[src/rtl/sbc_pkg.sv]
package sbc_pkg;
    localparam int NFU  = 5;
    localparam int TAGW = 3;

    typedef enum logic [1:0] {
        CL_INT = 2'd0,
        CL_MUL = 2'd1,
        CL_ADD = 2'd2,
        CL_DIV = 2'd3
    } fu_class_t;

    typedef enum logic [1:0] {
        U_IDLE   = 2'd0,
        U_OPWAIT = 2'd1,
        U_EXEC   = 2'd2,
        U_DONE   = 2'd3
    } ustate_t;
endpackage

[src/rtl/sb_wb_arb.sv]
module sb_wb_arb #(
    parameter int N  = 5,
    parameter int IW = 3
) (
    input  logic [N-1:0]  req,
    output logic [N-1:0]  gnt,
    output logic          any,
    output logic [IW-1:0] idx
);
    always_comb begin
        gnt = '0;
        any = 1'b0;
        idx = '0;
        for (int i = N - 1; i >= 0; i--) begin
            if (req[i]) begin
                gnt    = '0;
                gnt[i] = 1'b1;
                any    = 1'b1;
                idx    = IW'(i);
            end
        end
    end
endmodule

[src/rtl/sb_unit.sv]
module sb_unit
    import sbc_pkg::*;
#(
    parameter int RW  = 5,
    parameter int LAT = 1,
    localparam int CW = $clog2(LAT + 1)
) (
    input  logic            clk,
    input  logic            rst_n,
    input  logic            take,
    input  logic [RW-1:0]   in_fi,
    input  logic [RW-1:0]   in_fj,
    input  logic [RW-1:0]   in_fk,
    input  logic [TAGW-1:0] in_qj,
    input  logic [TAGW-1:0] in_qk,
    input  logic            in_rj,
    input  logic            in_rk,
    input  logic            wb_fire,
    input  logic [TAGW-1:0] wb_tag,
    input  logic            wb_win,
    input  logic            war_hold,
    output ustate_t         st,
    output logic [RW-1:0]   fi,
    output logic [RW-1:0]   fj,
    output logic [RW-1:0]   fk,
    output logic            rj,
    output logic            rk,
    output logic            rd_gnt,
    output logic            cmp,
    output logic            wb_req
);
    ustate_t         st_nx;
    logic [TAGW-1:0] qj, qk;
    logic [CW-1:0]   cnt;

    always_comb begin
        st_nx = st;
        unique case (st)
            U_IDLE:   if (take)           st_nx = U_OPWAIT;
            U_OPWAIT: if (rj && rk)       st_nx = U_EXEC;
            U_EXEC:   if (cnt == CW'(1))  st_nx = U_DONE;
            U_DONE:   if (wb_win)         st_nx = U_IDLE;
        endcase
    end

    always_ff @(posedge clk or negedge rst_n) begin
        if (!rst_n) begin
            st  <= U_IDLE;
            cnt <= '0;
            fi  <= '0;
            fj  <= '0;
            fk  <= '0;
            qj  <= '0;
            qk  <= '0;
            rj  <= 1'b0;
            rk  <= 1'b0;
        end else begin
            st <= st_nx;
            if (st == U_IDLE && take) begin
                fi <= in_fi;
                fj <= in_fj;
                fk <= in_fk;
                qj <= in_rj ? '0 : in_qj;
                qk <= in_rk ? '0 : in_qk;
                rj <= in_rj;
                rk <= in_rk;
            end else if (st == U_OPWAIT) begin
                if (rj && rk) begin
                    rj  <= 1'b0;
                    rk  <= 1'b0;
                    cnt <= CW'(LAT);
                end else begin
                    if (wb_fire && !rj && qj == wb_tag) begin
                        rj <= 1'b1;
                        qj <= '0;
                    end
                    if (wb_fire && !rk && qk == wb_tag) begin
                        rk <= 1'b1;
                        qk <= '0;
                    end
                end
            end else if (st == U_EXEC) begin
                cnt <= cnt - CW'(1);
            end
        end
    end

    always_comb begin
        rd_gnt = (st == U_OPWAIT) && rj && rk;
        cmp    = (st == U_EXEC) && (cnt == CW'(1));
        wb_req = (st == U_DONE) && !war_hold;
    end

    p_read_to_exec_r6: assert property (@(posedge clk) disable iff (!rst_n)
        rd_gnt |=> (st == U_EXEC));
    p_read_clears_r5: assert property (@(posedge clk) disable iff (!rst_n)
        rd_gnt |=> (!rj && !rk));
    p_done_after_cmp_r6: assert property (@(posedge clk) disable iff (!rst_n)
        cmp |=> (st == U_DONE));
    p_war_holds_r7: assert property (@(posedge clk) disable iff (!rst_n)
        (st == U_DONE && war_hold) |=> (st == U_DONE));
    p_release_r9: assert property (@(posedge clk) disable iff (!rst_n)
        wb_win |=> (st == U_IDLE));
endmodule

[src/rtl/sb_ctrl.sv]
module sb_ctrl
    import sbc_pkg::*;
#(
    parameter int REGS    = 32,
    parameter int LAT_INT = 1,
    parameter int LAT_MUL = 4,
    parameter int LAT_ADD = 2,
    parameter int LAT_DIV = 8,
    localparam int RW     = $clog2(REGS)
) (
    input  logic            clk,
    input  logic            rst_n,
    input  logic            iss_valid,
    input  logic [1:0]      iss_class,
    input  logic [RW-1:0]   iss_dst,
    input  logic [RW-1:0]   iss_src1,
    input  logic [RW-1:0]   iss_src2,
    output logic            iss_ready,
    output logic [2:0]      iss_unit,
    output logic [NFU-1:0]  rd_grant,
    output logic [NFU-1:0]  cmp_pulse,
    output logic [NFU-1:0]  wb_grant,
    output logic [RW-1:0]   wb_dst
);
    logic [TAGW-1:0] prod [REGS];
    ustate_t         ust  [NFU];
    logic [RW-1:0]   fi_a [NFU];
    logic [RW-1:0]   fj_a [NFU];
    logic [RW-1:0]   fk_a [NFU];
    logic [NFU-1:0]  rj_v, rk_v, busy, take, hold, req;
    logic            sel_ok, accept, wb_any, rj_in, rk_in;
    logic [TAGW-1:0] sel, wb_idx, wb_tag, qj_in, qk_in;

    always_comb begin
        for (int u = 0; u < NFU; u++) busy[u] = (ust[u] != U_IDLE);
    end

    always_comb begin
        sel_ok = 1'b0;
        sel    = '0;
        unique case (fu_class_t'(iss_class))
            CL_INT: if (!busy[0]) begin sel_ok = 1'b1; sel = 3'd0; end
            CL_MUL: begin
                if (!busy[1])      begin sel_ok = 1'b1; sel = 3'd1; end
                else if (!busy[2]) begin sel_ok = 1'b1; sel = 3'd2; end
            end
            CL_ADD: if (!busy[3]) begin sel_ok = 1'b1; sel = 3'd3; end
            CL_DIV: if (!busy[4]) begin sel_ok = 1'b1; sel = 3'd4; end
        endcase
    end

    assign iss_ready = sel_ok && (prod[iss_dst] == '0);
    assign iss_unit  = sel;
    assign accept    = iss_valid && iss_ready;
    assign wb_tag    = wb_idx + TAGW'(1);
    assign qj_in     = prod[iss_src1];
    assign qk_in     = prod[iss_src2];
    assign rj_in     = (qj_in == '0) || (wb_any && qj_in == wb_tag);
    assign rk_in     = (qk_in == '0) || (wb_any && qk_in == wb_tag);

    always_comb begin
        for (int u = 0; u < NFU; u++) take[u] = accept && (sel == TAGW'(u));
    end

    always_comb begin
        for (int u = 0; u < NFU; u++) begin
            hold[u] = 1'b0;
            for (int f = 0; f < NFU; f++) begin
                if (f != u && ust[f] == U_OPWAIT &&
                    ((fj_a[f] == fi_a[u] && rj_v[f]) ||
                     (fk_a[f] == fi_a[u] && rk_v[f])))
                    hold[u] = 1'b1;
            end
        end
    end

    for (genvar g = 0; g < NFU; g++) begin : g_unit
        localparam int L = (g == 0) ? LAT_INT :
                           (g <= 2) ? LAT_MUL :
                           (g == 3) ? LAT_ADD : LAT_DIV;
        sb_unit #(.RW(RW), .LAT(L)) u_fu (
            .clk      (clk),
            .rst_n    (rst_n),
            .take     (take[g]),
            .in_fi    (iss_dst),
            .in_fj    (iss_src1),
            .in_fk    (iss_src2),
            .in_qj    (qj_in),
            .in_qk    (qk_in),
            .in_rj    (rj_in),
            .in_rk    (rk_in),
            .wb_fire  (wb_any),
            .wb_tag   (wb_tag),
            .wb_win   (wb_grant[g]),
            .war_hold (hold[g]),
            .st       (ust[g]),
            .fi       (fi_a[g]),
            .fj       (fj_a[g]),
            .fk       (fk_a[g]),
            .rj       (rj_v[g]),
            .rk       (rk_v[g]),
            .rd_gnt   (rd_grant[g]),
            .cmp      (cmp_pulse[g]),
            .wb_req   (req[g])
        );
    end

    sb_wb_arb #(.N(NFU), .IW(TAGW)) u_arb (
        .req (req),
        .gnt (wb_grant),
        .any (wb_any),
        .idx (wb_idx)
    );

    always_comb begin
        wb_dst = '0;
        for (int u = 0; u < NFU; u++) if (wb_grant[u]) wb_dst = fi_a[u];
    end

    always_ff @(posedge clk or negedge rst_n) begin
        if (!rst_n) begin
            for (int r = 0; r < REGS; r++) prod[r] <= '0;
        end else begin
            if (wb_any) prod[wb_dst] <= '0;
            if (accept) prod[iss_dst] <= sel + TAGW'(1);
        end
    end

    p_one_wb_r8: assert property (@(posedge clk) disable iff (!rst_n)
        $onehot0(wb_grant));
    p_grant_only_requesters_r8: assert property (@(posedge clk) disable iff (!rst_n)
        (wb_grant & ~req) == '0);
    p_accept_marks_dst_r3: assert property (@(posedge clk) disable iff (!rst_n)
        accept |=> (prod[$past(iss_dst)] != '0));
endmodule

[config.mk]
export PLATFORM = sky130hd
export DESIGN_NAME = sb_ctrl
export DESIGN_NICKNAME = d
export VERILOG_FILES = /design/src/rtl/sbc_pkg.sv /design/src/rtl/sb_wb_arb.sv /design/src/rtl/sb_unit.sv /design/src/rtl/sb_ctrl.sv
export SDC_FILE = /design/constraint.sdc
export NUM_CORES = 1
export LEC_CHECK = 0
export BUFFER_PORTS_ARGS = -buffer_cell sky130_fd_sc_hd__buf_4
export CORE_MARGIN = 2
export CORE_UTILIZATION = 40
export CTS_CLUSTER_DIAMETER = 60
export DETAILED_ROUTE_END_ITERATION = 8
export REMOVE_ABC_BUFFERS = 1
export SYNTH_ARGS = -nofsm -noshare
export SYNTH_HDL_FRONTEND = slang
export SYNTH_HIERARCHICAL = 1
export SYNTH_SLANG_ARGS = --single-unit
[constraint.sdc]
create_clock -name clk -period 7.9 [get_ports clk]
set_input_delay 0.79 -clock clk [delete_from_list [all_inputs] [get_ports clk]]
set_output_delay 0.79 -clock clk [all_outputs]
set_load 0.005 [all_outputs]
==> results of run 1 <==
[cells in the final DEF, fill, tap and decap left out, types with 37 or more instances in the layout]
master	n
a21oi_1	44
dfrtp_1	234
nand2_1	228
nor2b_1	41
ha_1	37
mux2i_1	54
xnor2_1	60
nor2_1	58
xor2_1	175
nor4_1	52
buf_4	55
inv_1	44
o41ai_1	38
mux2_2	81
nand3_1	54
[stage by stage]
step	hold WS, ns	total power [mW]	cells	worst slack [ns]
after global placement	0.470	5.72	2196	2.28
after CTS	0.340	7.36	2252	2.09
after global routing	0.368	7.84	2252	1.85
after detailed placement	0.481	5.79	2196	2.28
after floorplan	0.456	4.52	1608	2.51
final	0.301	7.42	2252	1.74
[worst max-delay path, stage by stage (launching register included)]
cell       delay (ns)
dfrtp_1          0.79
xor2_1           0.21
nor4_1           0.07
and3_1           0.18
a31oi_1          0.20
o221ai_1         0.22
nor2b_1          0.92
nor2_1           0.50
nand3b_1         0.29
a311o_1          0.42
a2bb2oi_2        0.38
nor4b_1          1.24
nand2_1          0.30
nand2_1          0.16
o21ai_0          0.09
[path summary, 6_finish.rpt]
| check | depth (start not counted) | slack (ns) | to | from |
|---|---|---|---|---|
| setup / recovery | 14 | 1.74 | prod[70] | g_unit[0].u_fu/fi[0] |
| hold / removal | 1 | 0.30 | g_unit[2].u_fu/fj[4] | rst_n |
| setup reg to reg | 14 | 1.74 | prod[70] | g_unit[0].u_fu/fi[0] |
| hold reg to reg | 1 | 0.49 | g_unit[3].u_fu/cnt[1] | g_unit[3].u_fu/cnt[1] |
| max in group asynchronous | 2 | 6.10 | prod[80] | rst_n |
| min in group clk | 1 | 0.49 | g_unit[3].u_fu/cnt[1] | g_unit[3].u_fu/cnt[1] |
[power groups by stage]
| stage | Clock [mW] | Combinational (mW) | Sequential, mW |
|---|---|---|---|
| 4_1_cts | 1.57 | 3.53 | 2.26 |
| 2_1_floorplan | 0 | 2.49 | 2.03 |
| 6_report | 1.55 | 3.59 | 2.29 |
| 3_3_place_gp | 0 | 3.46 | 2.27 |
| 3_5_place_dp | 0 | 3.51 | 2.28 |
| 5_1_grt | 1.63 | 3.88 | 2.33 |
[state kept, by name, indices dropped and copies added (netlist names)]
signal	count
prod	96
g_unit.u_fu/fi	25
g_unit.u_fu/fj	25
g_unit.u_fu/fk	25
g_unit.u_fu/qj	15
g_unit.u_fu/qk	15
g_unit.u_fu/cnt	13
g_unit.u_fu/st	10
g_unit.u_fu/rj	5
g_unit.u_fu/rk	5
[area by class of cell]
cell class                      count  area, um2
Inverter                           46        173
Fill cell                        3896      22600
Clock inverter                     12        158
Timing Repair Buffer               56        428
Tap cell                          532        666
Clock buffer                       44        960
Sequential cell                   234       5860
Multi-Input combinational cell   1328      10000
[routing by layer]
| layer | wire, um | vias up | track usage | share of wire |
|---|---|---|---|---|
| met5 | 0 | - | 0 | 0 |
| met1 | 23700 | 7020 | 0.353 | 0.43 |
| met3 | 4780 | 160 | 0.0462 | 0.086 |
| met4 | 2120 | 0 | 0.0978 | 0.038 |
| li1 | - | 6187 | - | - |
| met2 | 24900 | 709 | 0.394 | 0.45 |
[synth_stat cells (7+ instances only)]
| cell type | instances | area share |
|---|---|---|
| a211oi_1 | 18 | 0.0082 |
| a21oi_1 | 44 | 0.013 |
| a22oi_1 | 8 | 0.0036 |
| a31o_2 | 12 | 0.0064 |
| a31oi_1 | 23 | 0.0087 |
| and3_1 | 12 | 0.0045 |
| buf_1 | 9 | 0.0020 |
| buf_2 | 30 | 0.0091 |
| buf_4 | 8 | 0.0036 |
| buf_6 | 9 | 0.0061 |
| clkbuf_1 | 50 | 0.011 |
| dfrtp_1 | 234 | 0.35 |
| ha_1 | 37 | 0.028 |
| inv_1 | 44 | 0.010 |
| mux2_2 | 81 | 0.055 |
| mux2i_1 | 54 | 0.033 |
| mux4_2 | 24 | 0.033 |
| nand2_1 | 228 | 0.052 |
| nand2b_1 | 21 | 0.0080 |
| nand3_1 | 54 | 0.016 |
| nand3b_1 | 16 | 0.0073 |
| nor2_1 | 58 | 0.013 |
| nor2b_1 | 41 | 0.016 |
| nor3_1 | 32 | 0.0097 |
| nor3b_1 | 22 | 0.010 |
| nor4_1 | 53 | 0.020 |
| o21ai_0 | 34 | 0.010 |
| o221ai_1 | 8 | 0.0042 |
| o22ai_1 | 7 | 0.0027 |
| o2bb2ai_1 | 9 | 0.0048 |
| o31ai_1 | 36 | 0.016 |
| o41ai_1 | 40 | 0.021 |
| xnor2_1 | 60 | 0.032 |
| xor2_1 | 176 | 0.093 |
[cell families after synthesis]
family | Yosys count
muxes | 168
xor gates and xnor gates | 237
adders and majority gates | 37
and+or+nand+nor | 584
AOI/OAI and AO/OA | 302
DFF | 234
buffers and inverters | 152
==> results.json, run 1 <==
{
  "status": "complete, but fails checks",
  "violations": "capacitance limit, slew limit",
  "crit_path_end_kind": "flip-flop",
  "dieArea_um2": 42900,
  "clk_pin_slew_ns": 0.06,
  "p_leak_nw": 8.51,
  "drt_iter0_drc": 1441,
  "utilization": 0.447,
  "clk_path_buf_depth": 3,
  "synth-simple-area-share": 0.180,
  "ys_ff_latch": 234,
  "drc_errors": 0,
  "cts_tree": "done",
  "yosysWarningCount": 6,
  "drt-pass1-iter-count": 7,
  "synth_xor_area_frac": 0.126,
  "hold_viol_final": 0,
  "grt_pass1_vias": 13700,
  "seq_area_frac_synth": 0.355,
  "finClkSkew_ns": 0.0336,
  "cp.arrival_ns": 6.52,
  "setup_viol": 0,
  "path_class": "reg -> reg",
  "wire_per_inst_um": 24.7,
  "antenna_found_initial": 1,
  "globalRoute.totalOverflow": 0,
  "maxCapViolations": 1,
  "antenna_left": 0,
  "swShare": 0.451,
  "grt_max_degree": 103,
  "finalCritPeriodShare": 0.779,
  "drive_above_1_share": 0.153,
  "synthCells": 1714,
  "synth_fa_ha_area_frac": 0.0280,
  "fp-row-count": 74,
  "finalInstanceArea_um2": 18200,
  "min_period_ns": 6.16,
  "p_comb_frac": 0.483,
  "numCtsBuffers": 34,
  "cts_sinks": 234,
  "p_switching_mw": 3.34,
  "nNetsFinal": 1757,
  "p_int_mw": 4.07,
  "io_pins": 44,
  "rsz0062_at_grt": "no",
  "synth_compound_area_frac": 0.141,
  "via_count": 14100,
  "critPathRequiredTime_ns": 8.27,
  "place_area_um2": 17100,
  "final.setup.tns_ns": 0,
  "seqPwrFrac": 0.308,
  "cts_hold_buffers": 0,
  "wl_um": 55600,
  "synth-main-ff-cell": "dfrtp_1",
  "cp-start-kind": "flip-flop",
  "die_h_um": 207,
  "synth_edf_count": 0,
  "initial_core_util": 0.404,
  "clock_latency_ns": 0.54,
  "power_density_nw_per_um2": 407,
  "grt_pass1_wl_um": 85200,
  "synth.avg_cell_area_um2": 9.63,
  "cts_resized": 0,
  "synth_area_um2": 16500,
  "post_drt_via_cell_ratio": 6.25,
  "antenna_cells": 0,
  "cts_post_setup_buffers_inserted": 0,
  "portBuffers": 43,
  "htree_levels": 2,
  "slew_viol_final": 5,
  "syn_to_final_growth_pct": 10.5,
  "gp_congestion": 0.972,
  "die_x_um": 207,
  "hold_path.class": "in -> async",
  "synth.distinct_cells": 87,
  "relSlewSlack": -0.0173,
  "dp_hpwl_um": 37300,
  "placeableCoreArea_um2": 40800,
  "muxShareOfSynthArea": 0.128,
  "cts_root_buf": "clkbuf_16",
  "grt_util_all_layers": 0.254,
  "crit_fanout": 13,
  "fmax_ghz": 0.162,
  "tightest_slew_ns": 1.50,
  "irDropWorstVdd_mv": 0.247,
  "ys_async_sr_fraction": 1.00,
  "power_frac_clock": 0.209,
  "synth_top_family_by_area": "simple AND/OR/NAND/NOR gates"
}
(Power assumes the default switching activity.)
==> run 2: changes to the inputs <==
Clock period 7.9 ns to 6.3 ns, I/O delays scaled along.
==> results.json, run 2 (synthesis results as in run 1) <==
{
  "status": "complete, no violations",
  "timing.hold.ws_ns": 0.0169,
  "critPathRequiredTime_ns": 6.73,
  "clock_latency_ns": 0.59,
  "fp-row-count": 74,
  "total_power_mw": 9.25,
  "finalCritPeriodShare": 0.918,
  "fill_cells": 3843,
  "drc_errors": 0,
  "maxCapViolations": 0,
  "layout.cells.most_common_list": "234 x dfrtp_1, 228 x nand2_1, 175 x xor2_1",
  "p_leak_nw": 8.51,
  "grt_pass1_vias": 14200,
  "antenna_left": 0,
  "wl_um": 56100,
  "grt_util_all_layers": 0.259,
  "largest-register": "prod",
  "cp-start-kind": "flip-flop",
  "numCtsBuffers": 30,
  "htree_levels": 1,
  "cts_sinks": 234,
  "seqCellArea_um2": 5860,
  "drive_above_1_share": 0.158,
  "cts_tree": "done",
  "fmax_ghz": 0.173,
  "finClkSkew_ns": 0.0169,
  "rrSetupSlack_ns": 0.51,
  "rr_endpoint": "prod[21]",
  "min_period_ns": 5.79,
  "power_density_nw_per_um2": 508,
  "multi_input_area_um2": 10000,
  "largest_reg_flops": 96,
  "rsz0062_at_grt": "no",
  "cp.arrival_ns": 6.21,
  "cts_hold_buffers": 0,
  "crit_path_end_kind": "flip-flop",
  "irDropWorstVdd_mv": 0.274,
  "tightest_slew_ns": 1.25,
  "clk_path_buf_depth": 3,
  "nNetsFinal": 1762,
  "crit_start": "g_unit[0].u_fu/fi[3]",
  "wire_per_inst_um": 24.8,
  "antenna_cells": 0,
  "die_h_um": 207,
  "crit_end": "prod[21]",
  "path_class": "reg -> reg",
  "max_stage_delay_ns": 0.92,
  "globalRoute.totalOverflow": 0,
  "place_area_um2": 17200,
  "place_ws_ns": 0.820,
  "via_count": 14100,
  "initial_core_util": 0.404,
  "io_pins": 44,
  "grt_max_degree": 149,
  "final_common_cell": "dfrtp_1",
  "drt_iter0_drc": 1386,
  "portBuffers": 43,
  "slew_viol_final": 0,
  "grt_pass1_wl_um": 87100,
  "hold_path.class": "in -> async",
  "clk_pin_slew_ns": 0.06,
  "relSlewSlack": 0.142,
  "crit-reg2reg-launch": "g_unit[0].u_fu/fi[3]",
  "post_drt_via_cell_ratio": 6.23,
  "crit_fanout": 13,
  "cts_resized": 0,
  "final.setup.tns_ns": 0,
  "cts_post_setup_buffers_inserted": 0,
  "die_x_um": 207,
  "dp_hpwl_um": 38300,
  "worstPathCellList": "xor2_1, nor4_1, and3_1, a31oi_1, o221ai_1, nor2b_1, nor2_1, nand3b_1, a311o_1, a31oi_1, nor2b_1, nand2_1, nand2_1, o31ai_1",
  "gp_congestion": 0.950,
  "finalInstanceArea_um2": 18200,
  "syn_to_final_growth_pct": 10.4,
  "hold_viol_final": 0,
  "antenna_found_initial": 0,
  "dieArea_um2": 42900,
  "finalWorstSetupSlack_ns": 0.515,
  "placeableCoreArea_um2": 40800,
  "setup_viol": 0,
  "cp_slowest_cell": "nor2b_1",
  "cts_root_buf": "clkbuf_16",
  "reg2regPathDepth": 14,
  "drt-pass1-iter-count": 5
}
run 2: cell types whose count changed in the layout (fill, tap and decap cells not counted), moves of 2 or more:
cell        previous run  this run
clkinv_2               3         8
clkbuf_1               4         2
inv_6                  5         1
clkbuf_16             35        31
buf_4                 55        63
clkinvlp_4             0         3
run 2: final cells by class:
cell class,instances,share of cell area
repair buffers,65,0.0279
multi-input cells,1328,0.549
flip-flops and latches,234,0.321
clock inverters,17,0.00879
clock buffers,39,0.0475
well taps,532,0.0365
inverters,46,0.00947
run 2: how the worst min path moves through the flow:
| stage | from | endpoint | cells past startpoint |
|---|---|---|---|
| 2_1_floorplan | rst_n | g_unit[0].u_fu/cnt | 0 |
| 3_3_place_gp | g_unit[3].u_fu/cnt[0] | g_unit[3].u_fu/cnt[0] | 1 |
| 3_5_place_dp | g_unit[3].u_fu/cnt[1] | g_unit[3].u_fu/cnt[1] | 1 |
| 4_1_cts | rst_n | g_unit[2].u_fu/fk[4] | 1 |
| 5_1_grt | rst_n | g_unit[2].u_fu/fk[4] | 1 |
| 6_report | rst_n | g_unit[2].u_fu/fk[4] | 1 |
run 2: worst max-delay path: cells and delay by family, from the launching register on:
kind	cells	cell delay, ns
AO/OA/AOI/OAI	5	1.45
XOR/XNOR	1	0.20
AND/OR/NAND/NOR	8	3.16
flip-flops	1	0.80
run 2: stage by stage:
step | utilization | instances
floorplan | - | 1608
global placement | 0.421 | 2205
detailed placement | 0.421 | 2205
CTS | 0.446 | 2261
global route | 0.446 | 2261
finish | 0.446 | 2261
run 2: routing by layer:
metal | track usage | routed length (um) | vias up
met5 | 0 | 0 | -
met4 | 0.120 | 2700 | 0
met1 | 0.339 | 23200 | 7038
met3 | 0.0531 | 4760 | 194
li1 | - | - | 6199
met2 | 0.411 | 25500 | 647
run 2: power by group:
part	internal (mW)	switching [mW]	leakage [nW]
combinational	1.95	2.64	5.18
clock	1.05	0.719	0.506
sequential	2.00	0.890	2.82
total	5.00	4.25	8.51
==> run 3: changes to the inputs <==
Settings changed: CELL_PAD_IN_SITES_DETAIL_PLACEMENT set to 1, CELL_PAD_IN_SITES_GLOBAL_PLACEMENT set to 1, PLACE_DENSITY_LB_ADDON set to 0.1, SYNTH_HIERARCHICAL 1 to not set.
==> results.json, run 3 <==
{
  "status": "complete, no violations",
  "critPathRequiredTime_ns": 5.67,
  "antenna_cells": 0,
  "grt_pass1_vias": 13300,
  "hold_viol_final": 0,
  "final_common_cell": "dfrtp_1",
  "gp_congestion": 0.892,
  "seqCellArea_um2": 5860,
  "cts_tree": "done",
  "ys_top_cells_by_area": "dfrtp_1 37%, xnor2_1 9.5%, mux4_2 8.9%, nand2_1 4.0%, xor2_1 3.5%",
  "ys_async_sr_fraction": 1.00,
  "clk_pin_slew_ns": 0.06,
  "htree_levels": 2,
  "yosysTopAreaCell": "dfrtp_1",
  "hold_path.class": "in -> async",
  "maxCapViolations": 0,
  "dp_hpwl_um": 41500,
  "synth_edf_count": 0,
  "cts_hold_buffers": 0,
  "setup_viol": 0,
  "fill_cells": 4323,
  "syn_to_final_growth_pct": 9.25,
  "via_count": 12500,
  "drt_iter0_drc": 916,
  "seq_area_frac_synth": 0.367,
  "antenna_left": 0,
  "synthCells": 1559,
  "crit_fanout": 18,
  "synth.most_common_cell": "dfrtp_1",
  "grt_util_all_layers": 0.295,
  "clock_latency_ns": 0.55,
  "irDropWorstVdd_mv": 0.307,
  "clk_path_buf_depth": 3,
  "synth.distinct_cells": 78,
  "cts_root_buf": "clkbuf_16",
  "dieArea_um2": 41400,
  "grt_max_degree": 95,
  "cp-start-kind": "flip-flop",
  "yosysWarningCount": 0,
  "wl_um": 59600,
  "antenna_found_initial": 2,
  "largest_reg_flops": 96,
  "cts_resized": 0,
  "layout.cells.most_common_list": "234 x dfrtp_1, 172 x xnor2_1, 170 x nand2_1",
  "ys_top_cells_by_count": "234 x dfrtp_1, 172 x xnor2_1, 170 x nand2_1",
  "post_drt_via_cell_ratio": 6.13,
  "cts_sinks": 234,
  "placed_cells": 1977,
  "path_class": "reg -> out",
  "initial_core_util": 0.403,
  "globalRoute.totalOverflow": 0,
  "synth_area_um2": 15900,
  "power_density_nw_per_um2": 572,
  "crit_path_end_kind": "output port",
  "drc_errors": 0,
  "tightest_slew_ns": 1.18,
  "synth.avg_cell_area_um2": 10.2,
  "drt-pass1-iter-count": 5,
  "slew_viol_final": 0,
  "synth-main-ff-cell": "dfrtp_1",
  "cp.arrival_ns": 4.63,
  "die_x_um": 204,
  "relSlewSlack": 0.214,
  "final.setup.tns_ns": 0,
  "numCtsBuffers": 34,
  "multi_input_area_um2": 8990,
  "fin_cells": 2037,
  "portBuffers": 43,
  "total_power_mw": 9.96,
  "grt_pass1_wl_um": 89500,
  "rrSetupSlack_ns": 1.38,
  "placeableCoreArea_um2": 39500,
  "wire_per_inst_um": 29.3,
  "min_period_ns": 5.26,
  "synth_top_area_frac": 0.367,
  "fp-row-count": 73,
  "p_leak_nw": 7.28,
  "rsz0062_at_grt": "no",
  "finClkSkew_ns": 0.0155,
  "largest-register": "prod",
  "io_pins": 44,
  "nNetsFinal": 1544,
  "fmax_ghz": 0.190,
  "drive_above_1_share": 0.179,
  "finalCritPeriodShare": 0.834,
  "die_h_um": 204,
  "ys_ff_latch": 234,
  "cts_post_setup_buffers_inserted": 0
}
run 3: worst paths after layout:
kind                                           start  cells past startpoint                   end
worst max-delay path            g_unit[3].u_fu.st[1]                     13             wb_dst[2]
worst min-delay path                           rst_n                      1  g_unit[1].u_fu.fj[4]
worst max register to register  g_unit[1].u_fu.st[0]                     13  g_unit[4].u_fu.qj[0]
worst min register to register    g_unit[0].u_fu.cnt                      1    g_unit[0].u_fu.cnt
max in group asynchronous                      rst_n                      2              prod[59]
min in group clk                         iss_src2[4]                      3  g_unit[1].u_fu.fk[4]
run 3: final cells by class:
cell class / count / share of cell area
clock inverter: 15 / 0.0142
tap: 525 / 0.0377
timing repair buffer: 56 / 0.0246
multi-input combinational: 1099 / 0.516
clock buffer: 45 / 0.0571
inverter: 63 / 0.0136
sequential: 234 / 0.336
run 3: per-layer routing:
layer / up-vias / share of wire / global-route usage
li1: 5437 / - / -
met1: 6546 / 0.43 / 0.377
met2: 369 / 0.49 / 0.498
met3: 136 / 0.045 / 0.0446
met4: 2 / 0.042 / 0.129
met5: - / 0.00020 / 0
run 3: report_power, final:
part           switching, mW  total [mW]  internal (mW)
Sequential              1.01        3.00           1.99
Clock                  0.780        2.14           1.36
Combinational           2.70        4.82           2.13
Total                   4.49        9.96           5.47
run 3: stage by stage:
stage / hold slack [ns] / util / setup slack [ns] / area [um2]
after floorplan: 0.334 / - / 2.13 / 15100
after global placement: 0.474 / 0.409 / 1.25 / 16200
after detailed placement: 0.485 / 0.409 / 1.29 / 16200
after CTS: 0.131 / 0.440 / 0.988 / 17400
after global routing: 0.159 / 0.440 / 0.843 / 17400
final: 0.0940 / 0.440 / 1.04 / 17400
run 3: worst max-delay path, cell delays in order, from the launching register on:
cell and delay [ns]:
dfrtp_1 0.42, inv_1 0.11, ha_1 0.46, nand2_1 0.24
nor3_1 0.36, nor4_1 0.13, nand3_1 0.10, buf_4 0.25
inv_1 0.20, nor2_1 0.15, and3_1 0.57, mux2i_4 0.69
inv_2 0.18, buf_4 0.18
run 3: kinds of logic (layout without fill, tap and decap cells):
kind of cell,count (synthesis),after routing,share of synthesized area
AND/OR/NAND/NOR,455,455,0.151
AO/OA/AOI/OAI,254,254,0.126
XOR/XNOR,238,238,0.132
flip-flops,234,234,0.367
buffers and inverters,226,179,0.0684
multiplexers,116,116,0.127
adder cells (fa/ha/maj),36,36,0.0283
